**config.mk**
```make
export PLATFORM = sky130hd
export DESIGN_NAME = static_branch_guess
export DESIGN_NICKNAME = d
export VERILOG_FILES = /design/src/rtl/sbp_pkg.sv /design/src/rtl/sbp_decide.sv /design/src/rtl/sbp_resolve.sv /design/src/rtl/sbp_satcnt.sv /design/src/rtl/static_branch_guess.sv
export SDC_FILE = /design/constraint.sdc
export NUM_CORES = 1
export LEC_CHECK = 0
export BUFFER_PORTS_ARGS = -buffer_cell sky130_fd_sc_hd__clkbuf_2
export CORE_MARGIN = 2
export CORE_UTILIZATION = 50
export DETAILED_ROUTE_END_ITERATION = 16
export HOLD_SLACK_MARGIN = 0.06
export PLACE_DENSITY_LB_ADDON = 0.08
export SETUP_SLACK_MARGIN = 0.05
export SYNTH_ARGS = -nofsm -noshare
export SYNTH_HDL_FRONTEND = slang
export SYNTH_SLANG_ARGS = --single-unit
export TNS_END_PERCENT = 30
```
**constraint.sdc**
```tcl
create_clock -name clk -period 2.3 [get_ports clk]
set_input_delay 0.115 -clock clk [delete_from_list [all_inputs] [get_ports clk]]
set_output_delay 0.115 -clock clk [all_outputs]
set_load 0.1 [all_outputs]
```
**src/rtl/sbp_pkg.sv**
```systemverilog
package sbp_pkg;
  typedef enum logic [1:0] {
    HINT_NONE = 2'b00,
    HINT_NT   = 2'b01,
    HINT_T    = 2'b10,
    HINT_RSVD = 2'b11
  } hint_e;

  typedef enum logic {
    POL_SEQ = 1'b0,
    POL_DIR = 1'b1
  } policy_e;
endpackage

```
**src/rtl/sbp_decide.sv**
```systemverilog
module sbp_decide import sbp_pkg::*; #(
  parameter int ADDR_W = 32
) (
  input  logic              is_branch,
  input  logic              mode,
  input  logic [ADDR_W-1:0] pc,
  input  logic [ADDR_W-1:0] target,
  input  logic [1:0]        hint,
  output logic              taken,
  output logic [ADDR_W-1:0] next
);
  localparam logic [ADDR_W-1:0] STEP = ADDR_W'(4);

  hint_e   hint_c;
  policy_e pol_c;
  logic    backward;
  logic    rule_taken;

  assign hint_c   = hint_e'(hint);
  assign pol_c    = policy_e'(mode);
  // equal target counts as backward (a self loop)
  assign backward = (target <= pc);

  always_comb begin
    rule_taken = (pol_c == POL_DIR) ? backward : 1'b0;
    case (hint_c)
      HINT_T:  taken = is_branch;
      HINT_NT: taken = 1'b0;
      default: taken = is_branch & rule_taken;
    endcase
    next = taken ? target : pc + STEP;
  end
endmodule

```
**src/rtl/sbp_resolve.sv**
```systemverilog
module sbp_resolve #(
  parameter int ADDR_W = 32
) (
  input  logic              res_valid,
  input  logic              res_taken,
  input  logic              res_pred,
  input  logic [ADDR_W-1:0] res_pc,
  input  logic [ADDR_W-1:0] res_target,
  output logic              wrong,
  output logic [ADDR_W-1:0] fix_pc
);
  localparam logic [ADDR_W-1:0] STEP = ADDR_W'(4);

  assign wrong  = res_valid & (res_taken ^ res_pred);
  assign fix_pc = res_taken ? res_target : res_pc + STEP;
endmodule

```
**src/rtl/sbp_satcnt.sv**
```systemverilog
module sbp_satcnt #(
  parameter int W = 16
) (
  input  logic         clk,
  input  logic         rst,
  input  logic         inc,
  output logic [W-1:0] value
);
  localparam logic [W-1:0] TOP = {W{1'b1}};

  always_ff @(posedge clk) begin
    if (rst)                      value <= '0;
    else if (inc && value != TOP) value <= value + W'(1);
  end
endmodule

```
**src/rtl/static_branch_guess.sv**
```systemverilog
module static_branch_guess #(
  parameter int ADDR_W = 32,
  parameter int CNT_W  = 16
) (
  input  logic              clk,
  input  logic              rst,
  input  logic              mode,
  input  logic              in_valid,
  input  logic              in_is_branch,
  input  logic [ADDR_W-1:0] in_pc,
  input  logic [ADDR_W-1:0] in_target,
  input  logic [1:0]        in_hint,
  input  logic              res_valid,
  input  logic              res_taken,
  input  logic              res_pred,
  input  logic [ADDR_W-1:0] res_pc,
  input  logic [ADDR_W-1:0] res_target,
  output logic              out_valid,
  output logic              out_taken,
  output logic [ADDR_W-1:0] out_next,
  output logic              redirect_valid,
  output logic [ADDR_W-1:0] redirect_pc,
  output logic              flush,
  output logic [CNT_W-1:0]  cnt_pred,
  output logic [CNT_W-1:0]  cnt_mispred
);
  localparam int NCNT = 2;

  logic              guess_taken;
  logic [ADDR_W-1:0] guess_next;
  logic              wrong;
  logic [ADDR_W-1:0] fix_pc;
  logic              issue;
  logic [NCNT-1:0]   cnt_inc;
  logic [CNT_W-1:0]  cnt_val [NCNT];

  sbp_decide #(.ADDR_W(ADDR_W)) u_decide (
    .is_branch (in_is_branch),
    .mode      (mode),
    .pc        (in_pc),
    .target    (in_target),
    .hint      (in_hint),
    .taken     (guess_taken),
    .next      (guess_next)
  );

  sbp_resolve #(.ADDR_W(ADDR_W)) u_resolve (
    .res_valid  (res_valid),
    .res_taken  (res_taken),
    .res_pred   (res_pred),
    .res_pc     (res_pc),
    .res_target (res_target),
    .wrong      (wrong),
    .fix_pc     (fix_pc)
  );

  // a redirect kills the wrong-path instruction arriving alongside it
  assign issue = in_valid & ~wrong;

  always_ff @(posedge clk) begin
    if (rst) begin
      out_valid      <= 1'b0;
      out_taken      <= 1'b0;
      out_next       <= '0;
      redirect_valid <= 1'b0;
      redirect_pc    <= '0;
    end else begin
      out_valid      <= issue;
      out_taken      <= issue & guess_taken;
      if (issue) out_next <= guess_next;
      redirect_valid <= wrong;
      if (wrong) redirect_pc <= fix_pc;
    end
  end

  assign flush = redirect_valid;

  assign cnt_inc[0] = issue & in_is_branch;
  assign cnt_inc[1] = wrong;

  for (genvar g = 0; g < NCNT; g++) begin : g_cnt
    sbp_satcnt #(.W(CNT_W)) u_cnt (
      .clk   (clk),
      .rst   (rst),
      .inc   (cnt_inc[g]),
      .value (cnt_val[g])
    );
  end

  assign cnt_pred    = cnt_val[0];
  assign cnt_mispred = cnt_val[1];
endmodule

```
# ---- Yosys cells after proc, flatten, opt, wreduce, memory -nomap -nowiden
# Index checks and enable logic that the tools add are counted.
dict set report word_totals {
  ff_bits 99
  output_inout_bits 100
  wordCells 29
}
dict set report op_classes {
  add_sub_neg 4
  order_cmp 1
  n_eq_ne 4
  muxes 4
  bitwise 7
  n_reduce_logical 2
}
# cell n
set op_table {}
lappend op_table {{adder 32 x 3 -> 32 bit (second input constant)} 2}
lappend op_table {{two-way mux 32 bit} 2}
lappend op_table {{adder 16 x 1 -> 16 bit (second input constant)} 2}
lappend op_table {{<= comparator 32 bit} 1}
lappend op_table {{!= test 16 bit (second input constant)} 2}
lappend op_table {{AND 1 bit} 5}
lappend op_table {{equality test 2 x 1 -> 1 bit (second input constant)} 1}
lappend op_table {{equality test 2 bit (second input constant)} 1}
lappend op_table {{logical AND 1 bit} 2}
lappend op_table {{case mux 1 bit (2 select lines)} 1}
lappend op_table {{two-way mux 1 bit} 1}
lappend op_table {{NOT 1 bit} 1}
lappend op_table {{bitwise XOR 1 bit} 1}

# ---- Logic depth before layout (Yosys ltp)
dict set report logic_depth {
  word_depth 6
  ltp_mapped 10
}

# ---- Cells and area by module
# From an unflattened synthesis, not the netlist that was laid out.
dict set report unflattened {
  cells_unflattened 851
  hier_area_um2 7205.7
}
# mod n_inst cells_per_inst area_per_inst_um2 seq_area_each_um2
set modules_own_cells {}
lappend modules_own_cells {static_branch_guess 1 258 2735.1 1341.3}
lappend modules_own_cells {sbp_decide 1 230 1745.4 0.0}
lappend modules_own_cells {sbp_satcnt 2 99 848.3 320.3}
lappend modules_own_cells {sbp_resolve 1 165 1028.5 0.0}

# ---- Worst setup path before layout
# OpenSTA, ideal clock, no wires.
dict set report synth_path {
  path_kind {register to register}
  from {register g_cnt[0].u_cnt.value[4]}
  to {register g_cnt[0].u_cnt.value[13]}
  t_arrival_ps 2384
  required_ps 2172
  path_slack_ps -211
  stages_incl_launch_ff 8
  period_less_slack_ps 2511
  path_cell_list {dfxtp_1 and4_1 and4_1 clkbuf_1 and2_1 nor4b_1 xnor2_1 nor2_1}
}
dict set report synth_between {
  elab_chain_cells 2
  elab_cells_between_ends 3
}
# element line
set synth_rtl {}
lappend synth_rtl {{start, declared} sbp_satcnt.sv:7} ;# output logic [W-1:0] value
lappend synth_rtl {{start signal, assigned} sbp_satcnt.sv:13} ;# else if (inc && value != TOP) value <= value + W'(1);
lappend synth_rtl {{parallel branches: the longest is 2 deep, another holds adder 16 x 1 -> 16 bit} n/a}
# Parallel ways; which one is timed is not known.
# A chain may end at the register's enable or synchronous reset.

# ---- Worst setup path after layout
dict set report layout_path {
  from {input port in_pc[0]}
  to {register out_next[21]}
}
dict set report layout_between {
  elab_chain_cells 5
  elab_cells_between_ends 6
}
# element line
set layout_rtl {}
lappend layout_rtl {{start, declared} static_branch_guess.sv:10} ;# input logic [ADDR_W-1:0] in_pc,
lappend layout_rtl {{<= comparator 32 bit} sbp_decide.sv:22} ;# assign backward = (target <= pc);
lappend layout_rtl {{two-way mux 1 bit} sbp_decide.sv:25} ;# rule_taken = (pol_c == POL_DIR) ? backward : 1'b0;
lappend layout_rtl {{AND 1 bit} sbp_decide.sv:29} ;# default: taken = is_branch & rule_taken;
lappend layout_rtl {{case mux 1 bit (2 select lines)} sbp_decide.sv:26} ;# case (hint_c)
lappend layout_rtl {{two-way mux 32 bit (*)} sbp_decide.sv:31} ;# next = taken ? target : pc + STEP;
lappend layout_rtl {{end signal, assigned} static_branch_guess.sv:70} ;# if (issue) out_next <= guess_next;
lappend layout_rtl {{end, declared} static_branch_guess.sv:20} ;# output logic [ADDR_W-1:0] out_next,
# Every way passes the cells marked *; elsewhere a longest branch is shown, timed or not.

==> metrics <==
post-DR vias/cell=5.43; FP Rows=41; Hold EP=out_next[11]; number of global-route vias before repair=5914; number of fill cells=around 1200; syn_nets=961; fin util=67.2%; LEAKAGE=3.79 nW; Inserted Clock Buffers=9; final WL=approximately 18000 µm; Final Max Slew Viols=0; synthesized cell area=6360 µm²; FFs w/ async S/R, synth=0%; Distinct cells, synth=50; post-synth top area cell=dfxtp_1; Yosys warnings=0; met3 WL=1080 µm; routability cong.=0.896; maximum VDD drop=approximately 0.37 mV; Register-to-Register Path Depth=6; routed length on met2=around 8800 µm; #FFs+latches synth=99; Syn Inst Count=786; sequential-to-total area share from yosys stat=31.2%; Final setup viols=0; predominant post-synthesis flop cell=dfxtp_1; Area growth, synth to finish=32.1%; fin area=around 8400 µm²; GRT Total Usage=25.9%; worst hold path type=primary input to flip-flop; largest net degree at the start of global routing=between 60 and 70; DR pass1 iterations=4; post-synthesis simple-gate area fraction=23.1%; 1st-iter DRT viols=369; Clock Sinks=roughly 100; status=complete, no violations; post-synthesis mux area share=1.26%; count leader, synth=nand2_1; CTS tree=built; layout cell share with drive strength beyond 1=32.4%; commonest cells in the netlist=114 x nand2_1, 99 x dfxtp_1, 64 x inv_1; syn avg cell area=~8 µm²; FMAX=0.461 GHz; unrepaired setup endpoints after global routing=no; WS Path Type=primary input to flip-flop; Storage cell area=2000 µm²; diode count=0; Residual DRC=0; dpl cell area=just under 8000 µm²; Clock Latency Late Sink=between 0.3 and 0.4 ns; root buf cell=clkbuf_16; Routed Antenna Nets=0; initial core utilization=between 50% and 60%; routed len/inst=between 15 and 20 µm; largest cells by area after synthesis=dfxtp_1 31%, xnor2_1 8.7%, ha_1 7.3%; worst r2r dst=g_cnt[0].u_cnt.value[14]; Post-CTS Setup Bufs=0; compound-gate portion of the synthesized area=19.1%; Crit. End Element=flip-flop; Final period util=94.3%; Die Y=117 µm; DP Wirelength=13800 µm; io pins=238; skew final=0.00921 ns; gr ovfl total=0; Arr. time, crit path=2.40 ns; Worst R2R Start=g_cnt[0].u_cnt.value[6]; die area=13600 µm²; WL met1=7840 µm; nets@finish=about 1200; worst hold stages=3; Required @ worst endpoint=2.53 ns; Reg clk slew, reported paths=0.07 ns; hold_sp=in_target[11]; total power after layout=5.13 mW; slew at the pin closest to its max-slew limit=0.693 ns; EDFF count, synth=0; power per cell area=~610 nW/µm²; htree depth=3; Rel. slew slack=53.5%; largest family of logic cells by synthesized area=simple AND/OR/NAND/NOR gates; multi-input logic area=4060 µm²; initial antenna violation count=0; highest fanout seen on the critical path=18; Final Hold Violating Endpoints=0; Std-Cell Core Area=12500 µm²; post-synth top area share=about 31%; clock buffer depth=2; die width=117 µm; min Tclk post-route=2.17 ns; IO Port Bufs=237; Post-Synth Adder-Cell Area=7.28%; Top Layer Used=met4; first-pass GRT wire length=28000 µm; setup slack, reg-to-reg=0.30 ns; DR vias=between 6000 and 7000; XOR/XNOR Fraction of Synth Area=11.6%; CP startpoint kind=primary input; Max-cap violations=0
[routing by layer]
layer	global-route usage, %	vias to the layer above
li1	-	3307
met3	4.27	41
met2	44.5	213
met5	0	-
met1	31.7	3039
met4	12.3	0
[how the worst max path moves through the flow]
stage	startpoint	endpoint	slack (ns)	cells past startpoint
finish	in_pc[0]	out_next[21]	0.13	10
global route	in_pc[0]	out_next[21]	0.01	10
CTS	in_pc[0]	out_next[1]	0.08	10
detailed placement	in_pc[15]	out_next[23]	0.004	10
global placement	in_pc[15]	out_next[23]	0.04	10
floorplan	g_cnt[0].u_cnt.value[8]	g_cnt[0].u_cnt.value[13]	-0.05	7
[worst max-delay path, stage by stage]
cell and delay (ns):
dlygate4sd3_1 0.53, clkbuf_2 0.12, ha_1 0.27, nand4_1 0.19
nor4_2 0.24, nand2_1 0.15, o2111ai_2 0.13, a21boi_4 0.32
buf_12 0.21, o211ai_1 0.12
[power by group]
part	switching (mW)	internal, mW
Sequential	0.0647	1.82
Clock	0.713	0.785
Combinational	1.31	0.437
[registers in the layout (all words and copies together), names as in the netlist]
signal and cells:
g_cnt.u_cnt.value 32, flush 1, out_next 32, out_valid 1, out_taken 1, redirect_pc 32
[final cells by class]
cell class,count,area share [%]
well taps,172,2.56
clock buffers,10,2.84
clock inverters,6,0.640
inverters,64,2.86
repair buffers,279,19.0
flip-flops and latches,99,23.7
multi-input cells,586,48.3
[repair_timing]
| item | 4_1_cts | 5_1_grt |
|---|---|---|
| hold buffers | 13 | 0 |
| endpoints found under the setup margin | 0 | 33 |
| endpoints found under the hold margin | 13 | 0 |
| resized for setup | 0 | 20 |
[cells by family after synthesis]
logic type	after synthesis
and+or+nand+nor	298
adders and majority gates	37
muxes	8
buffers and inverters	101
AOI/OAI and AO/OA	159
xor gates and xnor gates	84
DFF	99
[metrics by stage]
stage / cells / setup TNS [ns] / worst slack [ns] / hold WS, ns
2_1_floorplan: 786 / -0.0793 / -0.0455 / 0.235
3_3_place_gp: 1188 / 0 / 0.0420 / 0.398
3_5_place_dp: 1188 / 0 / 0.00386 / 0.402
4_1_cts: 1217 / 0 / 0.0802 / 0.0603
5_1_grt: 1216 / 0 / 0.0144 / 0.0675
6_report: 1216 / 0 / 0.131 / 0.0494
[cells in the final DEF (no fill, tap or decap), drive strengths merged, types with 3 or more instances in the layout]
cell type,synthesis,routed
a211oi,7,7
o221ai,14,14
dfxtp,99,99
inv,64,68
a21oi,48,48
mux2i,8,8
nor2,51,51
nor3,12,12
nand2b,8,8
and4,11,11
and3,9,9
o211ai,28,28
clkbuf,25,246
xor2,21,21
buf,12,30
a31oi,5,5
nand3,34,34
dlygate4sd3,0,12
nand4,33,33
or3,4,4
o2111ai,19,19
and2,6,6
o21a,3,3
ha,37,37
xnor2,63,63
nand2,114,114
o21ai,26,26
nor4,10,10
nand3b,3,3
Note: power is estimated with default switching activity, not from simulation.
